$ cat config.mk
export PLATFORM = sky130hd
export DESIGN_NAME = gcm_top
export DESIGN_NICKNAME = d
export VERILOG_FILES = /design/src/rtl/gcm_pkg.sv /design/src/rtl/gcm_ctrl.sv /design/src/rtl/gcm_datapath.sv /design/src/rtl/gcm_top.sv
export SDC_FILE = /design/constraint.sdc
export NUM_CORES = 1
export LEC_CHECK = 0
export BUFFER_PORTS_ARGS = -buffer_cell sky130_fd_sc_hd__buf_2
export CORE_ASPECT_RATIO = 0.9
export CORE_MARGIN = 1
export CORE_UTILIZATION = 40
export CTS_BUF_LIST = sky130_fd_sc_hd__clkbuf_4 sky130_fd_sc_hd__clkbuf_8
export CTS_CLUSTER_SIZE = 14
export DETAILED_ROUTE_END_ITERATION = 8
export PLACE_DENSITY_LB_ADDON = 0.3
export SYNTH_ARGS = -nofsm -noshare
export SYNTH_HDL_FRONTEND = slang
export SYNTH_SLANG_ARGS = --single-unit
export TNS_END_PERCENT = 10
$ cat constraint.sdc
create_clock -name clk -period 0.8 [get_ports clk]
set_input_delay 0.08 -clock clk [delete_from_list [all_inputs] [get_ports clk]]
set_output_delay 0.08 -clock clk [all_outputs]
set_load 0.02 [all_outputs]
$ cat src/rtl/gcm_pkg.sv
package gcm_pkg;
  localparam int BLK_W = 4;
  localparam int IDX_W = 24;
  localparam int LINE_W = BLK_W + IDX_W;
  // trailing-ones run that selects the unsupported crowd size of eight
  localparam int BAD_CROWD_RUN = 3;

  typedef struct packed {
    logic load;        // a request is being evaluated this cycle
    logic idxWide;     // apply the group mask to the index
    logic blkWide;     // apply the crowd mask to the block
    logic blkIllegal;  // crowd size unsupported: keep full block mask
    logic needElig;    // restrict matching to eligible slots
  } gcmStrobe_t;
endpackage

$ cat src/rtl/gcm_ctrl.sv
module gcm_ctrl
  import gcm_pkg::*;
(
  input  logic             clk,
  input  logic             rstN,
  input  logic             reqValid,
  input  logic             reqGroup,
  input  logic             reqCrowd,
  input  logic [BLK_W-1:0] reqBlock,
  output gcmStrobe_t       strobe,
  output logic             rspValid,
  output logic             crowdErr
);
  localparam logic [BLK_W-1:0] BAD_RUN_PATTERN = BLK_W'((1 << BAD_CROWD_RUN) - 1);

  logic [BLK_W-1:0] blkRun;
  logic             badCrowd;

  // mask of the trailing ones plus the first zero above them
  assign blkRun   = reqBlock ^ (reqBlock + BLK_W'(1));
  assign badCrowd = reqCrowd && (blkRun == BAD_RUN_PATTERN);

  always_comb begin
    strobe.load       = reqValid;
    strobe.idxWide    = reqGroup;
    strobe.blkWide    = reqCrowd;
    strobe.blkIllegal = badCrowd;
    strobe.needElig   = reqGroup || reqCrowd;
  end

  always_ff @(posedge clk or negedge rstN) begin
    if (!rstN) begin
      rspValid <= 1'b0;
      crowdErr <= 1'b0;
    end else begin
      rspValid <= reqValid;
      crowdErr <= reqValid && badCrowd;
    end
  end
endmodule

$ cat src/rtl/gcm_datapath.sv
module gcm_datapath
  import gcm_pkg::*;
#(
  parameter int NUM_SLOTS = 4
) (
  input  logic                        clk,
  input  logic                        rstN,
  input  gcmStrobe_t                  strobe,
  input  logic [BLK_W-1:0]            reqBlock,
  input  logic [IDX_W-1:0]            reqIndex,
  input  logic [NUM_SLOTS-1:0]        slotValid,
  input  logic [NUM_SLOTS*LINE_W-1:0] slotCtx,
  input  logic [NUM_SLOTS-1:0]        slotElig,
  output logic [NUM_SLOTS-1:0]        matchVec,
  output logic                        anyMatch
);
  logic [IDX_W-1:0]     idxClear;
  logic [BLK_W-1:0]     blkClear;
  logic [IDX_W-1:0]     idxMask;
  logic [BLK_W-1:0]     blkMask;
  logic [LINE_W-1:0]    lineMask;
  logic [LINE_W-1:0]    targetLine;
  logic [NUM_SLOTS-1:0] hit;

  assign idxClear   = reqIndex ^ (reqIndex + IDX_W'(1));
  assign blkClear   = reqBlock ^ (reqBlock + BLK_W'(1));
  assign idxMask    = strobe.idxWide ? ~idxClear : '1;
  assign blkMask    = (strobe.blkWide && !strobe.blkIllegal) ? ~blkClear : '1;
  assign lineMask   = {blkMask, idxMask};
  assign targetLine = {reqBlock, reqIndex};

  for (genvar s = 0; s < NUM_SLOTS; s++) begin : g_slot
    logic [LINE_W-1:0] diff;
    assign diff   = (slotCtx[s*LINE_W +: LINE_W] ^ targetLine) & lineMask;
    assign hit[s] = slotValid[s] && (!strobe.needElig || slotElig[s]) && (diff == '0);
  end

  always_ff @(posedge clk or negedge rstN) begin
    if (!rstN) begin
      matchVec <= '0;
      anyMatch <= 1'b0;
    end else begin
      matchVec <= strobe.load ? hit : '0;
      anyMatch <= strobe.load && (|hit);
    end
  end
endmodule

$ cat src/rtl/gcm_top.sv
module gcm_top
  import gcm_pkg::*;
#(
  parameter int NUM_SLOTS = 4
) (
  input  logic                        clk,
  input  logic                        rstN,
  input  logic                        reqValid,
  input  logic [BLK_W-1:0]            reqBlock,
  input  logic [IDX_W-1:0]            reqIndex,
  input  logic                        reqGroup,
  input  logic                        reqCrowd,
  input  logic [NUM_SLOTS-1:0]        slotValid,
  input  logic [NUM_SLOTS*LINE_W-1:0] slotCtx,
  input  logic [NUM_SLOTS-1:0]        slotElig,
  output logic                        rspValid,
  output logic [NUM_SLOTS-1:0]        matchVec,
  output logic                        anyMatch,
  output logic                        crowdErr
);
  gcmStrobe_t strobe;

  gcm_ctrl u_ctrl (
    .clk      (clk),
    .rstN     (rstN),
    .reqValid (reqValid),
    .reqGroup (reqGroup),
    .reqCrowd (reqCrowd),
    .reqBlock (reqBlock),
    .strobe   (strobe),
    .rspValid (rspValid),
    .crowdErr (crowdErr)
  );

  gcm_datapath #(.NUM_SLOTS(NUM_SLOTS)) u_dp (
    .clk       (clk),
    .rstN      (rstN),
    .strobe    (strobe),
    .reqBlock  (reqBlock),
    .reqIndex  (reqIndex),
    .slotValid (slotValid),
    .slotCtx   (slotCtx),
    .slotElig  (slotElig),
    .matchVec  (matchVec),
    .anyMatch  (anyMatch)
  );
endmodule

==> results by group, run 1 <==
Route
  • Total wire length: 9630 µm
  • Remaining antenna violation count: 0
  • Via count: roughly 3,200
  • DR vias/cell: between 5 and 6
  • Routed WL per cell: approximately 16 µm
  • DRT Pass-1 Iters: 4
  • Remaining DRCs: 0
  • Detailed Route Iter0 Violations: 162

Floorplanning
  • Starting density of the core: a little over two fifths
  • Cell Rows: 26
  • Chip height: ~75 µm
  • # IOs: 160
  • Core area: 0.00573 mm²
  • Die footprint: 0.00627 mm²
  • Die W: between 80 and 90 µm

Logic synthesis
  • Net Count, Synth: 470
  • Syn Area/Cell: ~7.6 µm²
  • Cells after Synth: between 300 and 400
  • Mapped cell area: 0.00238 mm²
  • Prevailing post-synth register cell: dfrtp_1
  • Seq/Total Area, Yosys: under 10%
  • Synth warn: 0
  • Number of synthesized flops with an enable pin: 0
  • Asr flop ratio synth: 100%
  • Seq cells post-synth: 7
  • Unique masters post-synth: 50

Timing
  • Final Max Slew Viols: 0
  • RSZ-0062 raised after global routing: true
  • Slew HR: roughly three quarters
  • Worst hold margin: about 0.043 ns
  • Minimum clock period: roughly 1.9 ns
  • Worst-Margin Slew: about 0.36 ns
  • # setup viols final: 13
  • Tcrit/Tclk final: 235%
  • Worst setup margin: -1.08 ns
  • Fmax: between 500 and 600 MHz
  • Final hold violations: 0

GRT
  • Number of global-route vias before repair: about 3,200
  • Grt met2 use: 56.6%
  • GR Overflow Total: 0
  • GR Layer Usage met1: 35.7%
  • Most used routing layer: met2
  • Initial antenna violation count: 0
  • Met3 Use GR: under 10%
  • Maximum number of pins on one net before global-route repair: 8
  • First-pass GRT wire length: around 15,000 µm
  • Total global routing track utilization: 29.5%

Cells and area
  • Fin cells: around 590
  • P&R area growth vs syn: 69.5%
  • Nets: between 600 and 700
  • Most frequent cells in the layout: buf_2, buf_4, xor2_1
  • Final Instance Area: slightly above 0.004 mm²
  • # diodes: 0
  • Ratio of cells with drive above 1 in the final layout: around 51%
  • Most common cell after layout, fill and taps aside: buf_2

Power
  • VDD IR-drop max: between 0.0007 and 0.0008 V
  • Net Switching: 1.09 mW
  • Sw Share: between 30% and 40%
  • P_leak: between 1.5 and 2 nW
  • P per Cell Area: approximately 710 mW/mm²
  • Int Pwr: around 1.8 mW
  • Reg power frac: between 10% and 20%
  • Logic gate share of total power: 68.0%
  • Power share of the clock group: around a fifth

Placed design
  • DP Area: between 0.003 and 0.004 mm²
  • Pre-CTS setup slack: -1.68 ns
  • Post-DP HPWL: approximately 8000 µm
  • Input/output buffers: between 150 and 200
  • Gpl congestion: roughly 1.0
  • Post-Place Cells: just under 600

Flow run
  • Maxcap violations: 0

Min path
  • Hold Path Stages: 1
  • HP Class: in -> reg
  • Hold worst-path end: u_ctrl.rspValid$_DFF_PN0_
  • Min-delay src: reqValid

Clocking
  • H-tree Lvls: 1
  • CTS sink cnt: 7
  • CTS buffer count: 3
  • CTS max path bufs: 2
  • Clock Pin Slew Worst Setup and Hold Paths: 0.04 ns
  • CTS tree: built
  • CTS Root Cell: clkbuf_8

Critical path
  • CP Class: in -> reg
  • Critical Path Start: reqIndex[0]
  • Critical-path cell list: buf_8 > ha_4 > nand4_4 > or2_1 > or4_4 > a211o_1 > nor4_4 > and2_1
  • Required @ worst endpoint: roughly 0.97 ns
  • Critical path startpoint category: input port
  • CP max stage delay: 0.55 ns
  • CP arrival: just over 2 ns
  • Crit path max fanout: 5
  • Critical Path End Type: register
  • Slowest cell on the critical path: or4_4

Status
  • Status: complete, but fails checks
  • Failing checks: negative setup slack
## sequential cells by signal, indices dropped and copies added (netlist names)
name             count
u_dp.anyMatch        1
u_ctrl.crowdErr      1
u_dp.matchVec        4
u_ctrl.rspValid      1
## stage by stage
| step | TNS, ns | utilization (%) | power [mW] |
|---|---|---|---|
| 2_1_floorplan | -6.24 | - | 1.33 |
| 3_3_place_gp | -8.06 | 64.4 | 2.08 |
| 3_5_place_dp | -8.17 | 64.4 | 2.11 |
| 4_1_cts | -5.24 | 68.4 | 2.77 |
| 5_1_grt | -5.97 | 70.5 | 3.02 |
| 6_report | -5.42 | 70.5 | 2.85 |
## routing by layer
metal / routed length, µm / vias to the layer above
met5: 0 / -
li1: - / 1544
met4: 157 / 0
met2: 4880 / 133
met3: 564 / 15
met1: 4020 / 1503
## worst max-delay path: cells and delay by family
kind,cells,cell delay (ns)
adders and majority gates,1,0.14
buffers and inverters,1,0.09
and+or+nand+nor,5,1.41
AOI/OAI and AO/OA,1,0.32
## synthesized netlist by cell type (all sizes together) (2+ instances only)
master | n | area share, %
nand2 | 23 | 3.7
xor2 | 63 | 23
nor3 | 8 | 1.7
nor4 | 7 | 3.3
and4 | 3 | 1.1
a22oi | 11 | 3.5
o221ai | 5 | 1.8
nor2 | 13 | 2.0
dfrtp | 7 | 7.4
inv | 4 | 0.63
or4 | 2 | 0.79
buf | 23 | 5.5
nand3 | 11 | 2.7
and2 | 5 | 1.3
a211oi | 3 | 0.95
nor2b | 3 | 0.79
nand4 | 12 | 3.4
o21ai | 6 | 1.3
a21oi | 11 | 2.3
ha | 2 | 1.1
clkbuf | 6 | 0.95
o2111ai | 2 | 0.74
xnor2 | 50 | 18
a211o | 3 | 1.1
a221oi | 6 | 2.2
o22ai | 12 | 3.2
## worst max-delay path by stage
| stage | to | cells past startpoint |
|---|---|---|
| 6_report | u_dp.matchVec[3]$_DFF_PN0_ | 8 |
| 5_1_grt | u_dp.anyMatch$_DFF_PN0_ | 8 |
| 4_1_cts | u_dp.anyMatch$_DFF_PN0_ | 8 |
| 3_5_place_dp | u_dp.anyMatch$_DFF_PN0_ | 10 |
| 3_3_place_gp | u_dp.anyMatch$_DFF_PN0_ | 10 |
| 2_1_floorplan | u_dp.anyMatch$_DFF_PN0_ | 9 |
## cell type report
type / instances / area, µm²
Tap cell: 70 / 87.6
Clock buffer: 4 / 48.8
Multi-Input combinational cell: 275 / 2250
Fill cell: 493 / 1690
Timing Repair Buffer: 233 / 1460
Inverter: 4 / 15.0
Sequential cell: 7 / 175
## power groups by stage
stage / combinational (mW) / sequential, mW / clock, mW
after floorplan: 0.958 / 0.370 / 0
after global placement: 1.71 / 0.365 / 0
after detailed placement: 1.74 / 0.365 / 0
after CTS: 1.85 / 0.360 / 0.558
after global routing: 2.08 / 0.360 / 0.576
final: 1.94 / 0.360 / 0.551
## timing repair
action                     in CTS  in global routing
resized for setup              42                 20
hold endpoints to repair        7                  0
setup endpoints to repair      13                 13
pin swaps                      21                 13
buffers inserted                1                  1
hold buffers                    1                  0
## cell families (layout without fill, tap and decap cells)
family	Yosys count	count (layout)	share of synthesized area, %
xor+xnor	113	113	41.5
buf+inv	33	241	7.09
flops	7	7	7.35
fa+ha+maj	2	2	1.05
simple gates	92	92	22.5
compound gates	68	68	20.5
Note: power is estimated with default switching activity, not from simulation.
==> run 2, diff against run 1 <==
--- a/config.mk
+++ b/config.mk
@@ -6,7 +6,7 @@
 export NUM_CORES = 1
 export LEC_CHECK = 0
 export BUFFER_PORTS_ARGS = -buffer_cell sky130_fd_sc_hd__buf_2
-export CORE_ASPECT_RATIO = 0.9
+export CORE_ASPECT_RATIO = 2
 export CORE_MARGIN = 1
 export CORE_UTILIZATION = 40
 export CTS_BUF_LIST = sky130_fd_sc_hd__clkbuf_4 sky130_fd_sc_hd__clkbuf_8
==> run 2 against run 1 <==
The flow still finishes with violations (negative setup slack). Final cell count is the same. Combinational power shrank 3%. First-iteration DRC count shrank 41%. Critical path type unchanged. Largest cell class unchanged.
==> results by group, run 2 (synthesized netlist as in run 1, its figures left out) <==
Route
  • DR vias/cell: 5.51 (+2.3%)
  • Detailed Route Iter0 Violations: 96 (-41%)
  • Remaining antenna violation count: 0 (unchanged)
  • Via count: 3,267 (+2.3%)
  • Routed WL per cell: 17.4 µm (+7.2%)
  • DRT Pass-1 Iters: 4 (unchanged)
  • Total wire length: 10,300 µm (+7.2%)
  • Remaining DRCs: 0 (unchanged)

Timing
  • Final Max Slew Viols: 0 (unchanged)
  • Setup TNS: -5.92 ns (-0.502 ns)
  • Slew HR: 74.5% (-1.6 points)
  • Fmax: 507 MHz (-4.7%)
  • Worst-Margin Slew: 0.380 ns (+0.0228 ns)
  • Worst setup margin: -1.17 ns (-0.0925 ns)
  • Minimum clock period: 1.97 ns (+0.0925 ns)
  • Tcrit/Tclk final: 246% (+12 points)
  • Final hold violations: 0 (unchanged)
  • RSZ-0062 raised after global routing: true
  • # setup viols final: 13 (unchanged)

Clocking
  • CTS sink cnt: 7 (unchanged)
  • CTS tree: built
  • CTS buffer count: 3 (unchanged)
  • CTS max path bufs: 2 (unchanged)
  • H-tree Lvls: 1 (unchanged)
  • CTS Root Cell: clkbuf_8
  • Clock Pin Slew Worst Setup and Hold Paths: 0.04 ns (about the same)

Floorplanning
  • Core area: 0.00571 mm² (-0.28%)
  • Cell Rows: 39 (+50%)
  • Starting density of the core: 41.7% (+0.12 points)
  • # IOs: 160 (unchanged)
  • Chip height: 111 µm (+48%)
  • Die W: 56.6 µm (-32%)
  • Die footprint: 0.00629 mm² (+0.30%)

Power
  • P_leak: 1.89 nW (-1.5%)
  • VDD IR-drop max: 0.000952 V (+22%)
  • P per Cell Area: 714 mW/mm² (+1.2%)

Placed design
  • Input/output buffers: 159 (unchanged)
  • Pre-CTS setup slack: -1.46 ns (+0.220 ns)
  • Gpl congestion: 0.979 (-5.2%)
  • Post-DP HPWL: 9030 µm (+13%)
  • Post-Place Cells: 585 (-0.17%)
  • DP Area: 0.00374 mm² (+1.3%)

Min path
  • HP Class: in -> reg
  • Hold worst-path end: u_ctrl.rspValid$_DFF_PN0_
  • Hold Path Stages: 1 (unchanged)
  • Min-delay src: reqValid

Cells and area
  • Reg with most FFs: u_dp.matchVec
  • Register area: 175 µm² (unchanged)
  • Fin cells: 593 (unchanged)
  • Max reg flops: 4 (unchanged)
  • Filler cell count: 516 (+4.7%)
  • Most frequent cells in the layout: buf_2, buf_4, xor2_1
  • Nets: 688 (+1.3%)
  • Most common cell after layout, fill and taps aside: buf_2
  • # diodes: 0 (unchanged)
  • Area of the multi-input gates: 0.00216 mm² (-4.3%)
  • Ratio of cells with drive above 1 in the final layout: 50.2% (-1.2 points)
  • P&R area growth vs syn: 65.9%
  • Final Instance Area: 0.00395 mm² (-2.1%)

Critical path
  • Required @ worst endpoint: 0.97 ns (about the same)
  • Critical Path End Type: register
  • Crit path max fanout: 6 (+1)
  • Critical path startpoint category: input port
  • CP Class: in -> reg
  • CP arrival: 2.14 ns (+0.09 ns)

GRT
  • Maximum number of pins on one net before global-route repair: 10 (+2)
  • Initial antenna violation count: 0 (unchanged)
  • Total global routing track utilization: 33.3% (+3.7 points)
  • GR Layer Usage met1: 29.0% (-6.7 points)
  • Met3 Use GR: 2.92% (+0.83 points)
  • Most used routing layer: met2
  • Number of global-route vias before repair: 3,600 (+13%)
  • Grt met2 use: 65.2% (+8.5 points)
  • GR Overflow Total: 0 (unchanged)
  • First-pass GRT wire length: 16,300 µm (+11%)

Status
  • Failing checks: negative setup slack
  • Status: complete, but fails checks

Flow run
  • Maxcap violations: 0 (unchanged)
==> run 2: cell types whose count changed in the layout (fill, tap and decap cells not counted), moves of 3 or more <==
cell / previous run / this run
buf_4: 75 / 86
buf_8: 8 / 3
buf_2: 146 / 149
nor3_2: 4 / 1
nor4_4: 5 / 2
==> run 2: layer usage <==
metal,part of all wire [%],vias to the layer above,wire length [µm]
met5,0,-,0
met4,8.5,0,875
met3,4.0,57,413
met2,56,157,5780
met1,32,1493,3250
li1,-,1560,-
==> run 2: layout make-up <==
type	count	area share (%)
tap	61	1.93
sequential	7	4.43
clock buffer	4	1.23
multi-input combinational	275	54.6
inverter	4	0.380
timing repair buffer	242	37.4
==> run 2: how the worst max path moves through the flow <==
stage	startpoint	endpoint	depth (start not counted)	slack, ns
after floorplan	reqIndex[6]	u_dp.anyMatch$_DFF_PN0_	9	-1.27
after global placement	reqIndex[1]	u_dp.anyMatch$_DFF_PN0_	8	-1.42
after detailed placement	reqIndex[1]	u_dp.anyMatch$_DFF_PN0_	11	-1.46
after CTS	reqGroup	u_dp.anyMatch$_DFF_PN0_	10	-1.12
after global routing	reqIndex[7]	u_dp.anyMatch$_DFF_PN0_	7	-1.24
final	reqIndex[0]	u_dp.anyMatch$_DFF_PN0_	10	-1.17
==> run 2: metrics by stage <==
stage / util (%) / hold slack [ns] / power, mW
5_1_grt: 69.2 / 0.0262 / 3.00
2_1_floorplan: - / -0.216 / 1.33
3_5_place_dp: 65.5 / -0.0802 / 2.16
6_report: 69.2 / 0.0315 / 2.82
4_1_cts: 68.1 / 0.0248 / 2.79
3_3_place_gp: 65.5 / -0.0824 / 2.14
==> run 2: timing repair <==
| item | CTS | global route |
|---|---|---|
| buffers inserted | 2 | 1 |
| hold endpoints to repair | 7 | 0 |
| pin swaps | 13 | 2 |
| setup endpoints to repair | 13 | 13 |
| hold buffers | 1 | 0 |
| gates resized for setup | 20 | 14 |
==> run 2: critical path, stage by stage <==
cell and delay (ns):
buf_8 0.09, nand3_4 0.08, or4_4 0.63, nor4_4 0.27, buf_4 0.18, a2bb2oi_2 0.14
o221ai_2 0.10, nor4_1 0.24, buf_4 0.17, o41a_1 0.16
==> run 2: power breakdown <==
part           internal [mW]  switching (mW)
sequential             0.359        0.000878
combinational          0.985           0.907
clock                  0.381           0.189
==> run 3, diff against run 2 <==
--- a/config.mk
+++ b/config.mk
@@ -5,7 +5,9 @@
 export SDC_FILE = /design/constraint.sdc
 export NUM_CORES = 1
 export LEC_CHECK = 0
+export ABC_AREA = 1
 export BUFFER_PORTS_ARGS = -buffer_cell sky130_fd_sc_hd__buf_2
+export CAP_MARGIN = 20
 export CORE_ASPECT_RATIO = 2
 export CORE_MARGIN = 1
 export CORE_UTILIZATION = 40
==> constraint.sdc (replaced) <==
create_clock -name clk -period 0.8 [get_ports clk]
set_input_delay 0.12 -clock clk [delete_from_list [all_inputs] [get_ports clk]]
set_output_delay 0.12 -clock clk [all_outputs]
set_load 0.02 [all_outputs]
==> run 3 against run 2 <==
The flow still finishes with violations (negative setup slack). Largest power group unchanged. Hold slack got worse by 0.0078 ns. Synthesized cell count grew 65%. Die area increased by 27%. Largest cell class unchanged. Sequential share of layout area shrank 0.56 points. Cell area up 14%. Critical endpoint unchanged. Maximum frequency increased by 36%. Critical path depth is 3 higher.
==> results by group, run 3 <==
Timing
  • Final Max Slew Viols: 0 (unchanged)
  • Final hold violations: 0 (unchanged)
  • RSZ-0062 raised after global routing: true
  • Slew HR: 80.3% (+5.8 points)
  • Tcrit/Tclk final: 182% (-65 points)
  • Worst-Margin Slew: 0.295 ns (-0.0850 ns)
  • Worst setup margin: -0.653 ns (+0.518 ns)
  • Fmax: 688 MHz (+36%)
  • # setup viols final: 13 (unchanged)
  • Minimum clock period: 1.45 ns (-0.518 ns)

Cells and area
  • Most common cell after layout, fill and taps aside: buf_2
  • P&R area growth vs syn: 48.7%
  • Most frequent cells in the layout: buf_2, nand2_1, nor2_1
  • Max reg flops: 4 (unchanged)
  • Ratio of cells with drive above 1 in the final layout: 40.7% (-9.5 points)
  • Final Instance Area: 0.00453 mm² (+14%)
  • Reg with most FFs: u_dp.matchVec
  • # diodes: 0 (unchanged)
  • Filler cell count: 725 (+41%)
  • Nets: 873 (+27%)

Logic synthesis
  • Unique masters post-synth: 32 (-36%)
  • Post-synthesis compound-gate area fraction: 5.51% (-15 points)
  • Cells after Synth: 521 (+65%)
  • Adder-Cell Fraction of Synth Area: 0.822% (-0.23 points)
  • Mux cell area share after synthesis: 0% (unchanged)
  • Synth Area in XOR/XNOR: 28.5% (-13 points)
  • Prevailing post-synth register cell: dfrtp_1
  • Synth warn: 0 (unchanged)
  • Mapped cell area: 0.00304 mm² (+28%)
  • Synth cell count leaders: nand2_1, nor2_1, xor2_1
  • Synth Area in Simple Gates: 47.1% (+25 points)
  • Net Count, Synth: 676 (+44%)
  • Seq/Total Area, Yosys: 5.75% (-1.6 points)
  • Seq cells post-synth: 7 (unchanged)
  • Number of synthesized flops with an enable pin: 0 (unchanged)
  • Largest family of logic cells by synthesized area: simple AND/OR/NAND/NOR gates
  • Asr flop ratio synth: 100% (unchanged)
  • Synth top area share: 20.4% (-2.7 points)
  • Ranking of synthesized cells by area: xor2_1, nand2_1, nor2_1, xnor2_1, inv_1
  • Syn Area/Cell: 5.84 µm² (-23%)
  • Most common cell in the netlist: nand2_1
  • Yosys top cell by area: xor2_1

Min path
  • HP Class: in -> reg

GRT
  • Number of global-route vias before repair: 4,166 (+16%)
  • First-pass GRT wire length: 17,400 µm (+6.7%)
  • Maximum number of pins on one net before global-route repair: 9 (-1)
  • Initial antenna violation count: 0 (unchanged)
  • Total global routing track utilization: 27.7% (-5.6 points)
  • GR Overflow Total: 0 (unchanged)

Route
  • Total wire length: 11,100 µm (+7.4%)
  • Detailed Route Iter0 Violations: 159 (+66%)
  • Remaining antenna violation count: 0 (unchanged)
  • DRT Pass-1 Iters: 5 (+1)
  • DR vias/cell: 4.82 (-12%)
  • Via count: 3,900 (+19%)
  • Remaining DRCs: 0 (unchanged)
  • Routed WL per cell: 13.7 µm (-21%)

Power
  • P_leak: 2.57 nW (+36%)
  • Total power: 3.05 mW (+8.0%)
  • P per Cell Area: 674 mW/mm² (-5.7%)
  • VDD IR-drop max: 0.000385 V (-60%)

Critical path
  • Required @ worst endpoint: 0.96 ns (about the same)
  • Largest delay share family, worst path: simple AND/OR/NAND/NOR gates
  • CP arrival: 1.61 ns (-0.53 ns)
  • CP Class: in -> reg
  • CP max stage delay: 0.20 ns (-0.43 ns)
  • Critical Path Start: reqIndex[1]
  • Critical-path cell list: buf_8 > ha_4 > nand2_4 > nor2_8 > buf_12 > nand3_4 > o21ai_0 > nand3_1 > nor2_1 > nand3_1 > nand2_1 > nor2_1 > nor2_1
  • Top cell by count, worst path: nor2_1
  • Crit path max fanout: 6 (unchanged)
  • Critical Path End Type: register
  • Slowest cell on the critical path: o21ai_0
  • Critical path startpoint category: input port
  • Setup crit end: u_dp.anyMatch$_DFF_PN0_
  • Crit path buf inv count: 2 (-1)
  • Crit path depth: 13 (+3)

Floorplanning
  • Die footprint: 0.00798 mm² (+27%)
  • # IOs: 160 (unchanged)
  • Chip height: 125 µm (+13%)
  • Starting density of the core: 41.6% (-0.15 points)
  • Cell Rows: 44 (+13%)
  • Die W: 63.7 µm (+13%)
  • Core area: 0.00732 mm² (+28%)

Clocking
  • Clock Pin Slew Worst Setup and Hold Paths: 0.04 ns (about the same)
  • H-tree Lvls: 1 (unchanged)
  • CTS sink cnt: 7 (unchanged)
  • CTS buffer count: 3 (unchanged)
  • CTS tree: built
  • CTS Root Cell: clkbuf_8
  • CTS max path bufs: 2 (unchanged)

Flow run
  • Maxcap violations: 0 (unchanged)

Placed design
  • Gpl congestion: 1.04 (+6.3%)
  • Post-DP HPWL: 9780 µm (+8.3%)
  • DP Area: 0.00428 mm² (+14%)
  • Input/output buffers: 159 (unchanged)

Status
  • Failing checks: negative setup slack
  • Status: complete, but fails checks
==> run 3: repair_timing <==
item                       4_1_cts  5_1_grt
pin swaps                       15        9
setup endpoints to repair       13       13
hold endpoints to repair         7        0
setup buffers                    3        0
hold buffers                     1        0
gates resized for setup         24       22
==> run 3: logic make-up (layout without fill, tap and decap cells) <==
group                      after synthesis  in the layout
and+or+nand+nor                        306            306
adders and majority gates                2              2
xor gates and xnor gates                99             99
DFF                                      7              7
AOI/OAI and AO/OA                       29             29
buffers and inverters                   78            274
==> run 3: worst min-delay path by stage <==
| stage | from | to | slack, ns | depth (start not counted) |
|---|---|---|---|---|
| final | reqValid | u_ctrl.rspValid$_DFF_PN0_ | 0.02 | 1 |
| after global routing | reqValid | u_ctrl.rspValid$_DFF_PN0_ | 0.03 | 1 |
| after CTS | reqValid | u_ctrl.rspValid$_DFF_PN0_ | 0.03 | 1 |
| after detailed placement | rstN | u_ctrl.rspValid$_DFF_PN0_ | -0.04 | 1 |
| after global placement | rstN | u_ctrl.rspValid$_DFF_PN0_ | -0.04 | 1 |
| after floorplan | rstN | u_ctrl.crowdErr$_DFF_PN0_ | -0.18 | 0 |
==> run 3: layout make-up <==
type                       count  area [µm²]  area share [%]
clock buffer                   4        48.8            1.08
inverter                      50         190            4.20
sequential                     7         175            3.87
multi-input combinational    436        2670            59.0
timing repair buffer         220        1330            29.3
tap                           92         115            2.54
==> run 3: layer usage <==
layer | part of all wire, % | vias up | global-route usage (%)
met2 | 59 | 155 | 57.6
met1 | 32 | 1742 | 23.6
li1 | - | 1960 | -
met3 | 3.8 | 43 | 1.64
met4 | 5.7 | 0 | 17.8
met5 | 0 | - | 0
==> run 3: stage by stage <==
step / cells / utilization [%] / hold WS, ns / TNS, ns / worst slack (ns)
finish: 809 / 61.8 / 0.0237 / -3.53 / -0.653
floorplan: 521 / - / -0.176 / -2.27 / -0.525
global route: 809 / 61.8 / 0.0320 / -4.34 / -0.761
CTS: 809 / 60.9 / 0.0262 / -3.33 / -0.623
detailed placement: 801 / 58.5 / -0.0412 / -4.85 / -0.979
global placement: 801 / 58.5 / -0.0433 / -4.68 / -0.947
==> run 3: report_power, final <==
part	switching [mW]	internal [mW]	total, mW
clock	0.151	0.378	0.530
combinational	1.13	1.03	2.16
sequential	0.000590	0.359	0.360
